File: config.mk
export PLATFORM = sky130hd
export DESIGN_NAME = addcalc_ctrl
export DESIGN_NICKNAME = d
export VERILOG_FILES = /design/src/rtl/addcalc_ctrl.sv
export SDC_FILE = /design/constraint.sdc
export NUM_CORES = 1
export LEC_CHECK = 0
export ABC_AREA = 1
export ABC_CLOCK_PERIOD_IN_PS = 8100
export BUFFER_PORTS_ARGS = -buffer_cell sky130_fd_sc_hd__buf_2
export CAP_MARGIN = 0
export CELL_PAD_IN_SITES_DETAIL_PLACEMENT = 2
export CELL_PAD_IN_SITES_GLOBAL_PLACEMENT = 2
export CORE_MARGIN = 5
export CORE_UTILIZATION = 37
export CTS_BUF_LIST = sky130_fd_sc_hd__clkbuf_4
export DETAILED_ROUTE_END_ITERATION = 8
export PLACE_DENSITY = 0.79
export SETUP_SLACK_MARGIN = 0.2
export SLEW_MARGIN = 5
export SYNTH_ARGS = -nofsm -noshare
export SYNTH_HDL_FRONTEND = slang
export SYNTH_SLANG_ARGS = --single-unit
export TNS_END_PERCENT = 20
File: constraint.sdc
create_clock -name clk -period 8.1 [get_ports clk]
set_input_delay 1.62 -clock clk [delete_from_list [all_inputs] [get_ports clk]]
set_output_delay 1.62 -clock clk [all_outputs]
set_load 0.01 [all_outputs]
File: src/rtl/addcalc_ctrl.sv
module addcalc_ctrl #(
  parameter int NDIG = 4
) (
  input  logic              clk,
  input  logic              rst_n,
  input  logic              key_vld,
  input  logic [3:0]        key_code,
  output logic [4*NDIG-1:0] disp
);
  localparam int W  = 4 * NDIG;
  localparam int CW = $clog2(NDIG + 1);
  localparam logic [3:0] K_ADD = 4'd10, K_EQ = 4'd11, K_CLR = 4'd12;
  localparam logic [3:0] CH_ERR = 4'd14, CH_BLANK = 4'd15;

  logic [W-1:0]  entry, acc, sum, shown;
  logic [CW-1:0] cnt;
  logic          err, show_acc, eq_done, sum_ovf;
  logic          carry, lead;
  logic [4:0]    dsum;
  logic [3:0]    dch;

  wire is_digit = key_code <= 4'd9;
  wire is_op    = (key_code == K_ADD) || (key_code == K_EQ);
  wire take_dig = !(cnt == '0 && key_code == 4'd0) && cnt != CW'(NDIG);

  always_comb begin
    carry = 1'b0;
    sum   = '0;
    dsum  = '0;
    for (int i = 0; i < NDIG; i++) begin
      dsum = {1'b0, acc[4*i +: 4]} + {1'b0, entry[4*i +: 4]} + {4'd0, carry};
      if (dsum > 5'd9) begin
        dsum  = dsum - 5'd10;
        carry = 1'b1;
      end else begin
        carry = 1'b0;
      end
      sum[4*i +: 4] = dsum[3:0];
    end
    sum_ovf = carry;
  end

  always_ff @(posedge clk or negedge rst_n) begin
    if (!rst_n) begin
      entry <= '0; acc <= '0; cnt <= '0;
      err <= 1'b0; show_acc <= 1'b0; eq_done <= 1'b0;
    end else if (key_vld && key_code == K_CLR) begin
      entry <= '0; acc <= '0; cnt <= '0;
      err <= 1'b0; show_acc <= 1'b0; eq_done <= 1'b0;
    end else if (key_vld && !err) begin
      if (is_digit) begin
        show_acc <= 1'b0;
        if (eq_done) begin
          acc     <= '0;
          eq_done <= 1'b0;
        end
        if (take_dig) begin
          entry <= {entry[W-5:0], key_code};
          cnt   <= cnt + 1'b1;
        end
      end else if (is_op) begin
        if (sum_ovf) err <= 1'b1;
        else         acc <= sum;
        entry    <= '0;
        cnt      <= '0;
        show_acc <= 1'b1;
        eq_done  <= (key_code == K_EQ);
      end
    end
  end

  assign shown = show_acc ? acc : entry;

  always_comb begin
    lead = 1'b1;
    disp = '0;
    dch  = '0;
    for (int i = NDIG - 1; i >= 0; i--) begin
      dch = shown[4*i +: 4];
      if (lead && dch == 4'd0 && i != 0) begin
        disp[4*i +: 4] = CH_BLANK;
      end else begin
        lead = 1'b0;
        disp[4*i +: 4] = dch;
      end
    end
    if (err) disp = {{(NDIG-1){CH_BLANK}}, CH_ERR};
  end
endmodule


==> results.cfg <==
[critical_path]
crit_path_frequent_cell = inv_1
cp.required_ns = 8.42
startpoint_type = flop
worst-r2r-cell-count = 33
crit_fanout = 13
cp_slowest_stage_delay_ns = 0.44
cp.arrival_ns = 6.86
crit_type = flop to flop
critPathCaptureType = flop
critPathSlowestCell = fa_1

[logic_synthesis]
synth_nets = 382
yosysWarnings = 0
syn_area_um2 = 2750
ys_seq_area_share_pct = 34.6
synthAdderAreaFrac_pct = 13.3
synth_simple_gate_area_share_pct = 25.4
synth-seq-cells = 38
synth-compound-area-share_pct = 15.8
synth_mux_area_share_pct = 0
avgSynthCellArea_um2 = 7.86
syn_inst = 350
yosys.area_share.xor_xnor_pct = 0.955
yosysUniqueCellTypes = 35
synth_top_family_by_area = simple AND/OR/NAND/NOR gates

[global_routing]
grt_max_degree = 39
grt.overflow.total = 0
antenna_found_initial = 0
grt_pass1_wl_mm = 13.9
grt_pass1_vias = 2850
track_usage_pct = 19.5

[placement]
placed_area_um2 = 2920
port_buffers = 22
place_inst = 464
gp_congestion = 0.777
dp_slack_ns = 1.57
hpwl_mm = 6.28

[clocking]
clkTransAtPathRegs_ns = 0.13
numCtsBuffers = 5
clock-sinks = 38
cts-resized-gates = 0
cts_buffer_depth = 2
post_cts_buffers = 0
cts_tree = built
root_buffer = clkbuf_4
cts_max_level = 2
cts_hold_buf = 0
clkLatencyLatePin_ns = 0.37

[sta]
skew_ns = 0.00739
maxSlewViolCount = 0
tightest_slew_ns = 0.935
maxSlewHeadroom_pct = 37.7
setup_violations = 0
period_needed_ns = 6.53
fmax_ghz = 0.153
finalCritPeriodShare_pct = 80.7
postLayoutSetupSlackWorst_ns = 1.57
final-hold-violation-count = 0
rsz0062_at_grt = no
tns_ns = 0

[detailed_routing]
drc = 0
wl_per_cell_um = 17.1
firstDrtPassIters = 4
vias = 2438
routed_via_density = 5.17
routed_wl_mm = 8.05
dr.first_iter.drc_count = 36
final_antenna_net_count = 0

[finish]
final_core_util_pct = 41.4
final_cell_area_um2 = 3010
final_nets = 404
drive_gt1_share_pct = 16.6
fillers = 859
fin_cells = 472
area_growth_pct = 9.23
antenna_cells = 0

[floorplanning]
rows = 31
pin_count = 23
dieArea_um2 = 9260
die_h_um = 96.2
die_width_um = 96.2
start_util_pct = 37.9
core_um2 = 7250

[worst_hold_path]
hold_depth = 2
hold_path.class = flop to flop

[power_and_ir_drop]
irDropWorstVdd_mv = 0.133
p_leak_nw = 1.58
power_density_nw_per_um2 = 439

[status]
status = finished, final reports clean

[run]
cap_viol_max_count = 0
flip-flops by register name, summed over array words and instances (netlist names):
name and count:
show_acc 1, acc 16, cnt 3, err 1
entry 16, eq_done 1
cell usage after synthesis:
master,number,area [um^2]
a21boi_0,1,7.51
a21o_1,1,7.51
a21oi_1,13,65.1
a21oi_2,1,8.76
buf_2,2,10.0
buf_4,1,7.51
buf_6,4,45.0
clkinv_1,1,3.75
dfrtp_1,38,951
fa_1,7,140
ha_1,18,225
inv_1,49,184
inv_2,5,18.8
inv_4,1,6.26
nand2_1,104,390
nand2_2,2,12.5
nand2_4,1,11.3
nand3_1,23,115
nand3_2,1,10.0
nand3_4,1,17.5
nand3b_1,2,15.0
nand4_1,2,12.5
nand4_4,1,21.3
nor2_1,10,37.5
nor2_2,1,6.26
nor2_4,2,22.5
nor2_8,1,20.0
o21a_1,1,7.51
o21ai_0,20,100
o21ai_1,9,45.0
o21ai_2,10,87.6
o22ai_1,9,56.3
o22ai_2,4,50.1
or2_2,1,6.26
xnor2_1,3,26.3
routing by layer:
layer,wire length [um],track usage (%),share of wire (%),up-vias
met5,0,0,0,-
met4,60,3.67,0.75,0
met3,203,3.83,2.5,7
met2,4200,36.0,52,25
met1,3580,23.5,45,1233
li1,-,-,-,1173
power breakdown:
group | internal [mW] | switching, mW
clock | 0.0647 | 0.0747
sequential | 0.263 | 0.0753
combinational | 0.299 | 0.541
cells by family after synthesis:
logic type / Yosys count
adder cells (fa/ha/maj): 25
XOR/XNOR: 3
AO/OA/AOI/OAI: 69
buffers and inverters: 63
flip-flops: 38
AND/OR/NAND/NOR: 152
cells in the final DEF (no fill, tap or decap), types with 2 or more instances in the layout:
cell type and instances:
nor2_1 10, dfrtp_1 38, inv_1 49, nand2_1 104
a21oi_1 13, inv_2 5, ha_1 18, o21ai_2 10
o21ai_1 9, clkbuf_4 5, clkinvlp_4 2, o21ai_0 20
nand3b_1 2, xnor2_1 3, nor2_4 2, buf_2 22
nand4_1 2, nand2_2 2, nand3_1 23, o22ai_2 4
o22ai_1 9, fa_1 7
worst paths after layout:
check	startpoint	to	slack [ns]
setup / recovery	acc[0]	acc[2]	1.57
min in group asynchronous	rst_n	acc[11]	1.38
max in group asynchronous	rst_n	acc[4]	6.15
setup reg to reg	acc[0]	acc[2]	1.57
hold / removal	acc[12]	acc[12]	0.52
hold reg to reg	acc[12]	acc[12]	0.52
layout make-up:
class	instances	area, um^2	area share (%)
Multi-Input combinational cell	249	1530	50.7
Sequential cell	38	951	31.6
Inverter	56	213	7.08
Tap cell	99	124	4.12
Timing Repair Buffer	22	110	3.66
Clock inverter	3	45.0	1.50
Clock buffer	5	37.5	1.25
worst max-delay path, delay by kind of cell, from the launching register on:
family	cells	cell delay [ns]
XOR/XNOR	1	0.27
AO/OA/AOI/OAI	2	0.41
AND/OR/NAND/NOR	13	1.94
buffers and inverters	9	0.93
adder cells (fa/ha/maj)	8	2.49
flip-flops	1	0.39
metrics by stage:
step	power, mW	hold slack (ns)
floorplan	0.921	0.455
global placement	1.15	0.473
detailed placement	1.20	0.485
CTS	1.34	0.520
global route	1.47	0.553
finish	1.32	0.515
No activity file was read; power rests on OpenSTA's default activity.
